## src/rtl/flash_poll_pkg.sv

```systemverilog
package flash_poll_pkg;
  // Operation phase of the poller.
  typedef enum logic [1:0] {
    PH_IDLE  = 2'd0,
    PH_POLL  = 2'd1,
    PH_RECHK = 2'd2,
    PH_FINAL = 2'd3
  } phase_e;

  // Judgement of one status byte.
  typedef enum logic [1:0] {
    VD_BUSY  = 2'd0,
    VD_MATCH = 2'd1,
    VD_TMO   = 2'd2
  } verdict_e;
endpackage

```

## src/rtl/status_judge.sv

```systemverilog
module status_judge
  import flash_poll_pkg::*;
#(
  parameter int DW       = 8,
  parameter int POLL_BIT = 7,
  parameter int TMO_BIT  = 5
) (
  input  logic [DW-1:0] status,
  input  logic          exp_bit,
  output verdict_e      verdict
);
  always_comb begin
    if (status[POLL_BIT] == exp_bit) verdict = VD_MATCH;
    else if (status[TMO_BIT])        verdict = VD_TMO;
    else                             verdict = VD_BUSY;
  end
endmodule

```

## src/rtl/poll_budget.sv

```systemverilog
module poll_budget #(
  parameter int MAX_POLLS = 4096
) (
  input  logic clk,
  input  logic rst_n,
  input  logic clear,
  input  logic step,
  output logic last
);
  localparam int CW = $clog2(MAX_POLLS + 1);
  localparam logic [CW-1:0] LAST_IDX = CW'(MAX_POLLS - 1);

  logic [CW-1:0] used;

  always_ff @(posedge clk) begin
    if (!rst_n)     used <= '0;
    else if (clear) used <= '0;
    else if (step)  used <= used + 1'b1;
  end

  // The read now in flight is the last one the budget allows.
  assign last = (used == LAST_IDX);
endmodule

```

## src/rtl/poll_fsm.sv

```systemverilog
module poll_fsm
  import flash_poll_pkg::*;
(
  input  logic     clk,
  input  logic     rst_n,
  input  logic     start,
  input  logic     rd_fire,
  input  verdict_e verdict,
  input  logic     budget_last,
  output phase_e   phase,
  output logic     take,
  output logic     budget_step,
  output logic     end_pass,
  output logic     end_fail
);
  phase_e nxt;

  always_comb begin
    nxt         = phase;
    take        = 1'b0;
    budget_step = 1'b0;
    end_pass    = 1'b0;
    end_fail    = 1'b0;
    unique case (phase)
      PH_IDLE: if (start) begin
        take = 1'b1;
        nxt  = PH_POLL;
      end
      PH_POLL: if (rd_fire) begin
        unique case (verdict)
          VD_MATCH: nxt = PH_FINAL;
          VD_TMO:   nxt = PH_RECHK;
          default: begin
            if (budget_last) begin
              end_fail = 1'b1;
              nxt      = PH_IDLE;
            end else begin
              budget_step = 1'b1;
            end
          end
        endcase
      end
      PH_RECHK: if (rd_fire) begin
        if (verdict == VD_MATCH) nxt = PH_FINAL;
        else begin
          end_fail = 1'b1;
          nxt      = PH_IDLE;
        end
      end
      PH_FINAL: if (rd_fire) begin
        end_pass = 1'b1;
        nxt      = PH_IDLE;
      end
      default: nxt = PH_IDLE;
    endcase
  end

  always_ff @(posedge clk) begin
    if (!rst_n) phase <= PH_IDLE;
    else        phase <= nxt;
  end
endmodule

```

## src/rtl/flash_done_poller.sv

```systemverilog
module flash_done_poller
  import flash_poll_pkg::*;
#(
  parameter int AW        = 18,
  parameter int DW        = 8,
  parameter int MAX_POLLS = 4096,
  parameter int POLL_BIT  = 7,
  parameter int TMO_BIT   = 5
) (
  input  logic          clk,
  input  logic          rst_n,
  input  logic          start,
  input  logic          op_erase,
  input  logic [AW-1:0] op_addr,
  input  logic [DW-1:0] op_data,
  output logic          rd_valid,
  input  logic          rd_ready,
  output logic [AW-1:0] rd_addr,
  input  logic [DW-1:0] rd_data,
  output logic          done,
  output logic          pass,
  output logic          fail,
  output logic [DW-1:0] final_data
);
  phase_e   phase;
  verdict_e verdict;
  logic     take, budget_step, budget_last, end_pass, end_fail, rd_fire;
  logic     exp_bit_q;
  logic [AW-1:0] addr_q;

  assign rd_valid = (phase != PH_IDLE);
  assign rd_fire  = rd_valid && rd_ready;
  assign rd_addr  = addr_q;

  always_ff @(posedge clk) begin
    if (!rst_n) begin
      addr_q    <= '0;
      exp_bit_q <= 1'b0;
    end else if (take) begin
      addr_q    <= op_addr;
      exp_bit_q <= op_erase ? 1'b1 : op_data[POLL_BIT];
    end
  end

  status_judge #(.DW(DW), .POLL_BIT(POLL_BIT), .TMO_BIT(TMO_BIT)) judge_i (
    .status  (rd_data),
    .exp_bit (exp_bit_q),
    .verdict (verdict)
  );

  poll_budget #(.MAX_POLLS(MAX_POLLS)) budget_i (
    .clk   (clk),
    .rst_n (rst_n),
    .clear (take),
    .step  (budget_step),
    .last  (budget_last)
  );

  poll_fsm fsm_i (
    .clk         (clk),
    .rst_n       (rst_n),
    .start       (start),
    .rd_fire     (rd_fire),
    .verdict     (verdict),
    .budget_last (budget_last),
    .phase       (phase),
    .take        (take),
    .budget_step (budget_step),
    .end_pass    (end_pass),
    .end_fail    (end_fail)
  );

  always_ff @(posedge clk) begin
    if (!rst_n) begin
      done       <= 1'b0;
      pass       <= 1'b0;
      fail       <= 1'b0;
      final_data <= '0;
    end else begin
      done <= end_pass || end_fail;
      pass <= end_pass;
      fail <= end_fail;
      if (end_pass) final_data <= rd_data;
    end
  end
endmodule

```

## config.mk

```make
export PLATFORM = sky130hd
export DESIGN_NAME = flash_done_poller
export DESIGN_NICKNAME = d
export VERILOG_FILES = /design/src/rtl/flash_poll_pkg.sv /design/src/rtl/status_judge.sv /design/src/rtl/poll_budget.sv /design/src/rtl/poll_fsm.sv /design/src/rtl/flash_done_poller.sv
export SDC_FILE = /design/constraint.sdc
export NUM_CORES = 1
export LEC_CHECK = 0
export BUFFER_PORTS_ARGS = -buffer_cell sky130_fd_sc_hd__buf_2
export CAP_MARGIN = 10
export CORE_ASPECT_RATIO = 0.9
export CORE_MARGIN = 2
export CORE_UTILIZATION = 44
export DETAILED_ROUTE_END_ITERATION = 7
export GPL_ROUTABILITY_DRIVEN = 0
export PLACE_DENSITY = 0.73
export SLEW_MARGIN = 10
export SYNTH_ARGS = -nofsm -noshare
export SYNTH_HDL_FRONTEND = slang
export SYNTH_SLANG_ARGS = --single-unit
export TNS_END_PERCENT = 20
```

## constraint.sdc

```tcl
create_clock -name clk -period 1.9 [get_ports clk]
set_clock_uncertainty 0.05 [all_clocks]
set_input_delay 0.285 -clock clk [delete_from_list [all_inputs] [get_ports clk]]
set_output_delay 0.285 -clock clk [all_outputs]
set_load 0.05 [all_outputs]
```

==> metrics.yaml, run 1 <==
cts_hold_buf: 0
dp_cells: 347
synth.avg_cell_area_um2: 8.214
leakagePower_nw: 1.111
drt-initial-drc-count: 105
grt_max_degree: 30
end_kind: "flip-flop"
numPortBuffers: 61
clockRootBuffer: "clkbuf_8"
ys.flop_type: "dfxtp_1"
cts_tree: "yes"
syn-instance-count: 232
path_max_fanout: 4
remaining_drc_errors: 0
critical_path_arrival_ps: 2000
grt_pass1_vias: 1577
synth_async_sr_flop_share_pct: 0
syn_nets: 276
regArea_um2: 902.1
critical_path_class: "reg -> reg"
numCtsBuffers: 5
fin_cells: 355
top_usage_layer: "met2"
cts.sinks: 45
period_needed_ps: 1819
viasPerCell: 5.197
synth_xor_area_share_pct: 0.8536
dieArea_um2: 4874
grt_util_met2_pct: 26.46
vdd_drop_max_uv: 951.8
post-place-ws_ps: 35.91
setup_tns_ps: 0
synth_compound_area_share_pct: 15.50
synth_top_area_share_pct: 47.28
setup_viol: 0
grtUsageMet1_pct: 25.14
synth-edff-count: 0
start_util_pct: 46.15
nFillCells: 389
worst_pin_slew_ps: 453.0
met3_usage_pct: 5.183
drtPass1Iterations: 4
layout.nets: 351
maxSlewViolCount: 0
clock_latency_ps: 290
required_ps: 2080
yosysSeqAreaShare_pct: 47.28
ios: 69
synthAdderAreaFrac_pct: 3.283
hpwl_um: 3208
grt_antenna_before_repair: 0
drive_gt1_share_pct: 32.25
r2r_setup_slack_ps: 80
synth_top_family_by_area: "simple AND/OR/NAND/NOR gates"
yosysMostFrequentCell: "nand2_1"
grt_pass1_wl_um: 6913
ys_ff_latch: 45
hold_viol: 0
yosysTopAreaCell: "dfxtp_1"
htree_num_levels: 2
grt_util_all_layers_pct: 18.21
die_w_um: 73.37
wl_um: 4334
wl_per_cell_um: 12.21
fin_crit_sh_pct: 95.73
cellPowerDensity_nw_per_um2: 1014
synth.area.mux_share_pct: 2.101
syn_area_um2: 1906
postRouteAntennaNets: 0
ys_types: 33
yosys-top-cells-area: "dfxtp_1 47%, nand2_1 11%, a21oi_1 9.2%, nand3_1 3.9%, ha_1 3.3%"
die_h_um: 66.43
antenna_cells: 0
vias: 1845
hold_slack_ps: 171.2
core_area_um2: 4129
synth-simple-area-share_pct: 27.64
slew-limit-headroom_pct: 69.69
status: "completed"
path_clk_slew_ps: 80
finalWorstSetupSlack_ps: 81.17
multi_input_area_um2: 977.2
areaGrowthSynthToFinish_pct: 31.52
min_path_type: "in -> reg"
synth_warnings: 0
placementRows: 22
cap_violations: 0
startpoint_type: "flip-flop"
yosys-top-cells-count: "57 x nand2_1, 45 x dfxtp_1, 35 x a21oi_1"
rsz0062_at_grt: "false"
max_freq_mhz: 549.8
gr-total-overflow: 0
clockBufferDepth: 2
## critical path: stages, from the launching register on
cell      delay [ps]
dfxtp_2          350
inv_1             60
ha_1             210
and4bb_4         360
nand2_1          110
or4_1            490
a21oi_1          140
## logic make-up after synthesis
kind of cell,Yosys count
simple gates,108
xor+xnor,1
buf+inv,17
compound gates,52
mux,4
flops,45
fa+ha+maj,5
## stage by stage
stage / instance area, um^2 / total power, mW / utilization (%)
floorplan: 1906 / 1.622 / -
global placement: 2357 / 1.851 / 57.09
detailed placement: 2357 / 1.863 / 57.09
CTS: 2461 / 2.550 / 59.61
global route: 2506 / 2.676 / 60.70
finish: 2506 / 2.542 / 60.70
## report_power, final
group / internal [mW] / switching, mW / total (mW)
registers: 1.02 / 0.0369 / 1.05
logic: 0.256 / 0.546 / 0.803
clock network: 0.382 / 0.302 / 0.684
total: 1.66 / 0.885 / 2.54
## flip-flops by register name (all words and copies together), names as in the netlist
register and flops:
pass 1, budget_i.used 13, fail 1, exp_bit_q 1, done 1, rd_addr 18, final_data 8, fsm_i.phase 2
## worst paths after layout
path                        from                to  depth (start not counted)
setup reg to reg  fsm_i.phase[0]  budget_i.used[3]                          6
hold / removal        op_addr[5]        rd_addr[5]                          3
setup / recovery  fsm_i.phase[0]  budget_i.used[3]                          6
hold reg to reg    final_data[3]     final_data[3]                          2
## layout by cell type, fill, tap and decap left out, types with 4 or more instances in the layout
cell type   n
nand2_1    57
o21ai_0     4
or4_1       5
ha_1        5
clkbuf_8    5
o31ai_1     6
inv_1       6
mux2i_1     4
buf_4      18
buf_2      61
dfxtp_1    44
a21oi_1    33
nand3_1    14
nor2_1      6
nand4_1     4
nor3_1      5
## routing by layer
layer	up-vias	share of wire, %
met5	-	0
met4	0	1.0
met3	4	7.3
met2	61	44
met1	816	48
li1	964	-
## repair_timing
action / in CTS / in global routing
gates resized for setup: 1 / 8
setup endpoints to repair: 1 / 8
setup buffers: 0 / 1
pin swaps: 0 / 2
## layout make-up
type	count	share of cell area [%]
flip-flops and latches	45	36.00
multi-input cells	170	38.99
repair buffers	79	17.57
inverters	6	0.8987
clock inverters	2	1.398
clock buffers	5	2.746
well taps	48	2.396
Note: power is estimated with default switching activity, not from simulation.
==> run 2: changes to the inputs <==
- SETUP_SLACK_MARGIN: not set -> 0.15
==> metrics.yaml, run 2 (synthesis results as in run 1) <==
drive_gt1_share_pct: 34.75
cts.sinks: 45
dieArea_um2: 4874
rsz0062_at_grt: "true"
critical_path_arrival_ps: 1980
clockRootBuffer: "clkbuf_8"
grt_util_all_layers_pct: 19.18
wl_um: 4580
cp_num_cells: 6
hold_viol: 0
leakagePower_nw: 1.116
max_freq_mhz: 556.4
setup_tns_ps: 0
hold_slack_ps: 159.1
finalWorstSetupSlack_ps: 102.6
maxSlewViolCount: 0
regArea_um2: 903.4
remaining_drc_errors: 0
numCtsBuffers: 5
grt_pass1_wl_um: 7314
period_needed_ps: 1797
cp_num_buf_inv: 1
start_util_pct: 46.15
required_ps: 2080
drt-initial-drc-count: 82
postRouteAntennaNets: 0
rr_worst_depth: 6
placementRows: 22
hold_depth: 3
drtPass1Iterations: 4
largest_reg_flops: 18
cap_violations: 0
hpwl_um: 3243
antenna_cells: 0
setup_viol: 0
grt_max_degree: 30
layout.nets: 348
die_h_um: 66.43
multi_input_area_um2: 1021
ios: 69
vdd_drop_max_uv: 533.9
path_max_fanout: 6
slew-limit-headroom_pct: 66.02
grt_antenna_before_repair: 0
htree_num_levels: 2
min_path_type: "in -> reg"
crit_chain: "inv_2 > ha_4 > and4bb_4 > nand3b_4 > or4_4 > a21oi_2"
cts_tree: "yes"
status: "completed"
viasPerCell: 5.227
grt_pass1_vias: 1696
die_w_um: 73.37
mostFrequentLayoutCell: "buf_2"
startpoint_type: "flip-flop"
path_clk_slew_ps: 90
worst_path_largest_cell_delay_ps: 500
numPortBuffers: 61
worst_pin_slew_ps: 509.2
clockBufferDepth: 2
vias: 1845
nFillCells: 365
core_area_um2: 4129
gr-total-overflow: 0
clock_latency_ps: 300
fin_crit_sh_pct: 94.60
post-place-ws_ps: 15.96
worst_path_dominant_cell_family: "simple AND/OR/NAND/NOR gates"
critical_path_class: "reg -> reg"
final_cell_mix: "61 x buf_2, 55 x nand2_1, 43 x dfxtp_1"
slowest_stage: "or4_4"
areaGrowthSynthToFinish_pct: 33.75
end_kind: "flip-flop"
cellPowerDensity_nw_per_um2: 1047
wl_per_cell_um: 12.97
[run 2: layout make-up]
cell class | count | area share, %
tap | 48 | 2.356
clock buffer | 6 | 3.240
inverter | 6 | 0.8837
sequential | 45 | 35.44
timing repair buffer | 76 | 16.54
multi-input combinational | 170 | 40.06
clock inverter | 2 | 1.473
[run 2: metrics by stage]
stage          cell area [um^2]  total power [mW]  cells  util [%]
2_1_floorplan              1927             1.632    232         -
3_3_place_gp               2326             1.834    340     56.33
3_5_place_dp               2326             1.849    340     56.33
4_1_cts                    2492             2.630    352     60.36
5_1_grt                    2549             2.798    353     61.73
6_report                   2549             2.668    353     61.73
[run 2: path summary, 6_finish.rpt]
check,start,endpoint,slack (ps)
worst min-delay path,op_addr[3],rd_addr[3],160
worst max-delay path,fsm_i.phase[1],budget_i.used[6],100
worst min register to register,final_data[4],final_data[4],400
worst max register to register,fsm_i.phase[1],budget_i.used[6],100
[run 2: per-layer routing]
layer	global-route usage [%]	vias up	routed length [um]
li1	-	952	-
met1	24.04	845	2141
met5	0	-	0
met2	30.63	41	2136
met3	5.488	7	223
met4	8.182	0	78
[run 2: timing repair]
action | in CTS | in global routing
pin swaps | 6 | 4
buffers inserted | 4 | 1
hold buffers | 0 | 0
resized for setup | 3 | 12
endpoints found under the setup margin | 8 | 21
[run 2: worst register-to-register path, delay by kind of cell, from the launching register on]
| kind | cells | cell delay, ps |
|---|---|---|
| and+or+nand+nor | 3 | 1010 |
| AOI/OAI and AO/OA | 1 | 120 |
| DFF | 1 | 340 |
| buffers and inverters | 1 | 60 |
| adders and majority gates | 1 | 160 |
[run 2: report_power, final]
group          switching, mW  total (mW)  internal (mW)  leakage (nW)
Sequential            0.0387        1.06           1.02         0.367
Combinational          0.574       0.859          0.285         0.692
Clock                  0.325       0.753          0.428        0.0574
